$ cat src/rtl/fifo_irq_pkg.sv
package fifo_irq_pkg;

  typedef enum logic [2:0] {
    A_IEN   = 3'd0,
    A_ISTAT = 3'd1,
    A_FCTRL = 3'd2,
    A_FSTAT = 3'd3,
    A_TXD   = 3'd4,
    A_RXD   = 3'd5
  } reg_sel_e;

  localparam int NFLAG = 4;
  // flags 2 (overflow) and 3 (done) are events, 0 and 1 are levels
  localparam logic [NFLAG-1:0] FLAG_IS_EVENT = 4'b1100;

  function automatic int flag_pos(input int idx);
    return 4 * idx;
  endfunction

  function automatic logic rx_reached(input logic [7:0] cnt, input logic [7:0] trig);
    return (cnt != 8'd0) && (cnt >= trig);
  endfunction

  function automatic logic tx_drained(input logic [7:0] cnt, input logic [7:0] trig);
    return cnt <= trig;
  endfunction

endpackage

$ cat src/rtl/byte_fifo.sv
module byte_fifo #(
  parameter int DEPTH = 64,
  parameter int W     = 8
) (
  input  logic                         clk,
  input  logic                         rst_n,
  input  logic                         flush,
  input  logic                         push,
  input  logic [W-1:0]                 din,
  input  logic                         pop,
  output logic [W-1:0]                 dout,
  output logic [$clog2(DEPTH+1)-1:0]   count,
  output logic                         full,
  output logic                         empty,
  output logic                         drop
);
  localparam int PTR_W = $clog2(DEPTH);
  localparam int CNT_W = $clog2(DEPTH+1);

  logic [W-1:0]     mem [DEPTH];
  logic [PTR_W-1:0] wr_ptr, rd_ptr;
  logic             do_push, do_pop;

  assign full    = (count == CNT_W'(DEPTH));
  assign empty   = (count == '0);
  assign do_push = push & ~full & ~flush;
  assign do_pop  = pop & ~empty & ~flush;
  assign drop    = push & full & ~flush;
  assign dout    = mem[rd_ptr];

  always_ff @(posedge clk) begin
    if (do_push) mem[wr_ptr] <= din;
  end

  always_ff @(posedge clk or negedge rst_n) begin
    if (!rst_n) begin
      wr_ptr <= '0;
      rd_ptr <= '0;
      count  <= '0;
    end else if (flush) begin
      wr_ptr <= '0;
      rd_ptr <= '0;
      count  <= '0;
    end else begin
      if (do_push) wr_ptr <= wr_ptr + PTR_W'(1);
      if (do_pop)  rd_ptr <= rd_ptr + PTR_W'(1);
      case ({do_push, do_pop})
        2'b10:   count <= count + CNT_W'(1);
        2'b01:   count <= count - CNT_W'(1);
        default: count <= count;
      endcase
    end
  end


  drop_full_chk: assert property (@(posedge clk) disable iff (!rst_n)
    (drop && !pop) |=> $stable(count));


  flush_chk: assert property (@(posedge clk) disable iff (!rst_n)
    flush |=> (count == '0));

endmodule

$ cat src/rtl/sticky_flag.sv
module sticky_flag #(
  parameter bit EVENT = 1'b0
) (
  input  logic clk,
  input  logic rst_n,
  input  logic cond,
  input  logic clr,
  output logic flag
);
  logic nxt;

  generate
    if (EVENT) begin : g_event
      // a hardware event outranks a software clear in the same cycle
      assign nxt = cond | (flag & ~clr);


      event_keep_chk: assert property (@(posedge clk) disable iff (!rst_n)
        cond |=> flag);
    end else begin : g_level
      // the clear wins; a persisting condition re-sets one cycle later
      assign nxt = ~clr & (flag | cond);


      level_clear_chk: assert property (@(posedge clk) disable iff (!rst_n)
        clr |=> !flag);
    end
  endgenerate

  always_ff @(posedge clk or negedge rst_n) begin
    if (!rst_n) flag <= 1'b0;
    else        flag <= nxt;
  end

endmodule

$ cat src/rtl/fifo_irq_unit.sv
module fifo_irq_unit
  import fifo_irq_pkg::*;
#(
  parameter int DEPTH = 64
) (
  input  logic        clk,
  input  logic        rst_n,
  input  logic        reg_we,
  input  logic        reg_re,
  input  logic [2:0]  reg_addr,
  input  logic [31:0] reg_wdata,
  output logic [31:0] reg_rdata,
  input  logic        eng_tx_pop,
  output logic [7:0]  eng_tx_byte,
  output logic        eng_tx_empty,
  input  logic        eng_rx_push,
  input  logic [7:0]  eng_rx_byte,
  input  logic        eng_done,
  output logic        irq,
  output logic        dma_tx_req,
  output logic        dma_rx_req
);
  localparam int CNT_W = $clog2(DEPTH+1);

  reg_sel_e sel;
  logic wr_ien, wr_istat, wr_fctrl, wr_txd, rd_rxd;
  logic rx_flush, tx_flush;
  logic [7:0] rx_trig, tx_trig;
  logic rx_dma_en, tx_dma_en;
  logic [NFLAG-1:0] ien_q, flags, flag_cond, flag_clr;
  logic [CNT_W-1:0] rx_count, tx_count;
  logic [7:0] rx_cnt8, tx_cnt8, rx_head;
  logic rx_full, rx_empty, tx_full, rx_drop, tx_drop;
  logic rx_hit, tx_hit;
  logic [31:0] ien_word, st_word;

  assign sel      = reg_sel_e'(reg_addr);
  assign wr_ien   = reg_we && (sel == A_IEN);
  assign wr_istat = reg_we && (sel == A_ISTAT);
  assign wr_fctrl = reg_we && (sel == A_FCTRL);
  assign wr_txd   = reg_we && (sel == A_TXD);
  assign rd_rxd   = reg_re && (sel == A_RXD);
  assign rx_flush = wr_fctrl & reg_wdata[15];
  assign tx_flush = wr_fctrl & reg_wdata[31];

  always_ff @(posedge clk or negedge rst_n) begin
    if (!rst_n) begin
      rx_trig   <= '0;
      tx_trig   <= '0;
      rx_dma_en <= 1'b0;
      tx_dma_en <= 1'b0;
    end else if (wr_fctrl) begin
      rx_trig   <= reg_wdata[7:0];
      rx_dma_en <= reg_wdata[8];
      tx_trig   <= reg_wdata[23:16];
      tx_dma_en <= reg_wdata[24];
    end
  end

  always_ff @(posedge clk or negedge rst_n) begin
    if (!rst_n) ien_q <= '0;
    else if (wr_ien) begin
      for (int i = 0; i < NFLAG; i++) ien_q[i] <= reg_wdata[flag_pos(i)];
    end
  end

  byte_fifo #(.DEPTH(DEPTH), .W(8)) i_rx_fifo (
    .clk(clk), .rst_n(rst_n), .flush(rx_flush),
    .push(eng_rx_push), .din(eng_rx_byte), .pop(rd_rxd), .dout(rx_head),
    .count(rx_count), .full(rx_full), .empty(rx_empty), .drop(rx_drop)
  );

  byte_fifo #(.DEPTH(DEPTH), .W(8)) i_tx_fifo (
    .clk(clk), .rst_n(rst_n), .flush(tx_flush),
    .push(wr_txd), .din(reg_wdata[7:0]), .pop(eng_tx_pop), .dout(eng_tx_byte),
    .count(tx_count), .full(tx_full), .empty(eng_tx_empty), .drop(tx_drop)
  );

  assign rx_cnt8 = 8'(rx_count);
  assign tx_cnt8 = 8'(tx_count);
  assign rx_hit  = rx_reached(rx_cnt8, rx_trig);
  assign tx_hit  = tx_drained(tx_cnt8, tx_trig);

  assign flag_cond = {eng_done, rx_drop, tx_hit, rx_hit};

  generate
    for (genvar g = 0; g < NFLAG; g++) begin : g_flag
      assign flag_clr[g] = wr_istat & reg_wdata[flag_pos(g)];
      sticky_flag #(.EVENT(FLAG_IS_EVENT[g])) i_flag (
        .clk(clk), .rst_n(rst_n), .cond(flag_cond[g]),
        .clr(flag_clr[g]), .flag(flags[g])
      );
    end
  endgenerate

  always_comb begin
    ien_word = '0;
    st_word  = '0;
    for (int i = 0; i < NFLAG; i++) begin
      ien_word[flag_pos(i)] = ien_q[i];
      st_word[flag_pos(i)]  = flags[i];
    end
  end

  always_comb begin
    case (sel)
      A_IEN:   reg_rdata = ien_word;
      A_ISTAT: reg_rdata = st_word;
      A_FCTRL: reg_rdata = {1'b0, 6'b0, tx_dma_en, tx_trig, 1'b0, 6'b0, rx_dma_en, rx_trig};
      A_FSTAT: reg_rdata = {8'b0, tx_cnt8, 8'b0, rx_cnt8};
      A_RXD:   reg_rdata = {24'b0, rx_head};
      default: reg_rdata = '0;
    endcase
  end

  assign irq        = |(flags & ien_q);
  assign dma_rx_req = rx_dma_en & rx_hit;
  assign dma_tx_req = tx_dma_en & tx_hit;


  irq_mask_chk: assert property (@(posedge clk) disable iff (!rst_n)
    (ien_q == '0) |-> !irq);


  rx_dma_chk: assert property (@(posedge clk) disable iff (!rst_n)
    dma_rx_req |-> !rx_empty);


  rx_ready_chk: assert property (@(posedge clk) disable iff (!rst_n)
    (rx_hit && !flag_clr[0]) |=> flags[0]);


  ovf_flag_chk: assert property (@(posedge clk) disable iff (!rst_n)
    (eng_rx_push && rx_full && !rx_flush) |=> flags[2]);

endmodule

$ cat config.mk
export PLATFORM = sky130hd
export DESIGN_NAME = fifo_irq_unit
export DESIGN_NICKNAME = d
export VERILOG_FILES = /design/src/rtl/fifo_irq_pkg.sv /design/src/rtl/byte_fifo.sv /design/src/rtl/sticky_flag.sv /design/src/rtl/fifo_irq_unit.sv
export SDC_FILE = /design/constraint.sdc
export NUM_CORES = 1
export LEC_CHECK = 0
export BUFFER_PORTS_ARGS = -buffer_cell sky130_fd_sc_hd__buf_2
export CAP_MARGIN = 40
export CORE_UTILIZATION = 58
export CTS_BUF_LIST = sky130_fd_sc_hd__clkbuf_8 sky130_fd_sc_hd__clkbuf_16
export DETAILED_ROUTE_END_ITERATION = 10
export GPL_TIMING_DRIVEN = 0
export PLACE_DENSITY = 0.75
export SLEW_MARGIN = 15
export SYNTH_ARGS = -nofsm -noshare
export SYNTH_HDL_FRONTEND = slang
export SYNTH_SLANG_ARGS = --single-unit
$ cat constraint.sdc
create_clock -name clk -period 4.1 [get_ports clk]
set_input_delay 0.82 -clock clk [delete_from_list [all_inputs] [get_ports clk]]
set_output_delay 0.82 -clock clk [all_outputs]
set_load 0.005 [all_outputs]
==> summary.txt <==
GRT
  – Largest net degree at the start of global routing: around 70
  – Wire length of the first global-routing pass: around 160000 um
  – Vias in the first global route: ~24k
  – Total GRT Usage: 28.31%
  – Overflow after GRT: 0
  – Antenna violations before repair: 1

Timing
  – Finish-stage setup viols: 2
  – Tcrit/Tclk final: 101.5%
  – Worst slew margin: approximately a third
  – Final hold violation count: 0
  – RSZ-0062 raised after global routing: true
  – Clk_skew: 26.00 ps
  – Max-slew violation count: 0
  – Final Critical Period: 4163 ps
  – Max Freq: 240.2 MHz
  – Setup WS post-layout: -63.40 ps
  – Worst-Margin Slew: just under 1000 ps

Detailed routing
  – WL per Instance: 29.75 um
  – TritonRoute pass-1 iters: 6
  – DR vias: 23.46k
  – DR vias/cell: roughly 6.5
  – # DRC: 0
  – Final antenna-violating net count: 0
  – Final wirelength: approximately 110000 um
  – DRT iter0 DRCs: about 3.0k

Setup path
  – Crit Path Category: register to output port
  – Reg-to-reg endpoint: i_tx_fifo.count[6]
  – Crit-path max cell delay: approximately 490 ps
  – R2R depth: 12
  – CP startpoint kind: register
  – Crit. Startpoint: i_rx_fifo.rd_ptr[0]
  – Setup crit end: reg_rdata[5]
  – Worst endpoint required time: between 3000 and 4000 ps
  – WP data arrival: about 3300 ps
  – Critical R2R Launch: i_tx_fifo.count[3]
  – Worst R2R Setup Slack: ~300 ps
  – CP Cell Sequence: buf_6 > buf_12 > buf_12 > buf_16 > mux4_2 > mux2_4 > o211ai_1 > o211ai_1 > buf_2
  – Critical path's slowest cell: mux4_2
  – Crit-path max FO: 8
  – CP endpoint kind: output port

Floorplan
  – Die H: approximately 280 um
  – Number of core rows: 100
  – I/O pin total: 94
  – Total die area: 0.07707 sq mm
  – Initial Util: about three fifths
  – CORE AREA: 0.07482 sq mm
  – Die width: between 200 and 300 um

Finish
  – ANT cells: 0
  – Layout cell share with drive strength beyond 1: 26.43%
  – Util after Layout: 67.27%
  – Design area: about 0.050 sq mm
  – Fin nets: between 2k and 3k
  – P&R area growth vs syn: 14.23%

Synth
  – Commonest cells in the netlist: edfxtp_1, mux4_2, nor2_1
  – Main combinational cell family by area after synthesis: multiplexers
  – Number of flops mapped to enable cells by yosys: roughly 1.0k
  – Synth Area in XOR/XNOR: 0.4969%
  – Mapped Area: between 0.04 and 0.05 sq mm
  – Seq/Total Area, Yosys: between 70% and 80%
  – Mean Syn Cell Area: a little under 20 sq um
  – Mux contribution to synthesized area: 16.13%
  – Synth area leader: edfxtp_1
  – Synth Area in Adders: 0.8406%
  – Syn Inst Count: about 2.3k
  – Prevailing post-synth register cell: edfxtp_1
  – Synth Register Bits: around 1.1k
  – Synth Area in Simple Gates: around 4.4%
  – Top cells by area, synth: edfxtp_1, mux4_2, dfrtp_1
  – Yosys warns: 0
  – Fraction of registers with async set/reset: 5.882%
  – Synth Area in Compound Gates: roughly 2.7%
  – Synth top area share: a little over two thirds
  – Top-count cell post-synth: edfxtp_1
  – Netlist cell types: 73

Place
  – Placed Instance Area: about 0.046 sq mm
  – Number of port buffers: 68
  – GP Congestion: a little over 0.9
  – Dpl hpwl: a little over 70000 um

Run status
  – Failing checks: negative setup slack
  – Status: finished, violations left

Power and ir drop
  – Worst VDD drop: a little under 0.0006 V
  – Pleak: 16.72 nW
  – Pwr dens: just over 600 mW/mm^2

Clock network
  – CTS Hold Bufs: 0
  – CTS tree: yes
  – Reg clk slew, reported paths: 70 ps
  – CTS Root Cell: clkbuf_16
  – H-tree levels: 3
  – Clock buffer depth: 3
  – Num CTS Buffers: ~100
  – Clk_lat worst skew: approximately 670 ps
  – CTS sink cnt: ~1.1k

Hold path
  – Hold Path Class: primary input to async pin

Run
  – Max_cap viols: 0
## cell type report
cell class	count	area [sq um]
multi-input cells	1044	11080
inverters	33	125.1
well taps	969	1212
repair buffers	145	1216
flip-flops and latches	1088	32350
plain buffers	138	998.5
clock inverters	82	688.2
fillers	4684	24490
clock buffers	107	2655
## critical path, delay by kind of cell (launching register included)
| family | cells | cell delay [ps] |
|---|---|---|
| buf+inv | 5 | 790 |
| mux | 2 | 790 |
| compound gates | 2 | 700 |
| flops | 1 | 360 |
## flip-flops by register name (all words and copies together), names as in the netlist, 6 cells and up
name	flops
i_rx_fifo.mem	512
i_tx_fifo.mem	512
rx_trig	8
tx_trig	8
i_rx_fifo.count	7
i_tx_fifo.count	7
i_rx_fifo.rd_ptr	6
i_rx_fifo.wr_ptr	6
i_tx_fifo.rd_ptr	6
i_tx_fifo.wr_ptr	6
## placed cells by master (no fill, tap or decap), drive strengths merged, types with 12 or more instances in the layout
master | synthesis | routed
o21ai | 50 | 50
inv | 32 | 54
ha | 28 | 28
edfxtp | 1024 | 1024
mux2 | 20 | 20
conb | 1 | 13
mux2i | 93 | 93
clkinv | 1 | 45
a21oi | 32 | 32
nand3 | 20 | 20
nor2b | 12 | 12
xor2 | 13 | 13
clkbuf | 53 | 165
dfrtp | 64 | 64
nor3 | 28 | 28
xnor2 | 12 | 12
nand4 | 14 | 14
nand2 | 106 | 106
buf | 88 | 224
o221ai | 21 | 21
mux4 | 260 | 260
nor2 | 184 | 184
## worst min path at each step
stage                          startpoint               endpoint  slack (ps)  cells after the start
floorplan           g_flag[2].i_flag.flag  g_flag[2].i_flag.flag         470                      2
global placement    g_flag[3].i_flag.flag  g_flag[3].i_flag.flag         500                      1
detailed placement  g_flag[3].i_flag.flag  g_flag[3].i_flag.flag         510                      1
CTS                                 rst_n             tx_trig[1]          50                      1
global route                        rst_n             tx_trig[1]          70                      1
finish                              rst_n             tx_trig[1]          70                      1
## timing repair
action,in CTS,in global routing
gates cloned,0,1
setup endpoints to repair,17,21
pin swaps,3,8
gates resized for setup,93,51
setup buffers,9,6
## cells by family (layout without fill, tap and decap cells)
kind of cell / count (synthesis) / in the layout
flops: 1088 / 1088
compound gates: 181 / 181
other cells: 1 / 13
fa+ha+maj: 29 / 29
buf+inv: 174 / 505
mux: 373 / 373
simple gates: 423 / 423
xor+xnor: 25 / 25
## where the power goes
group,internal (mW),switching [mW]
clock,5.37,4.06
sequential,12.5,0.289
combinational,3.84,4.87
## stage by stage
step,total power [mW],setup TNS [ps],instances,setup slack (ps),hold slack (ps)
3_5_place_dp,21.14,-8955,3388,-792.1,506.8
4_1_cts,30.74,0,3585,5.780,54.53
5_1_grt,31.83,-173.8,3606,-72.02,66.81
3_3_place_gp,20.81,-11170,3343,-1028,498.2
2_1_floorplan,18.20,0,2306,262.1,468.0
6_report,30.96,-75.45,3606,-63.40,67.46
## per-layer routing
metal	GRT usage, %	up-vias	routed length [um]
li1	-	9770	-
met1	37.71	12125	40010
met2	46.62	1265	53430
met3	4.599	295	8616
met4	12.59	2	5197
met5	0	-	12
(Power assumes the default switching activity.)
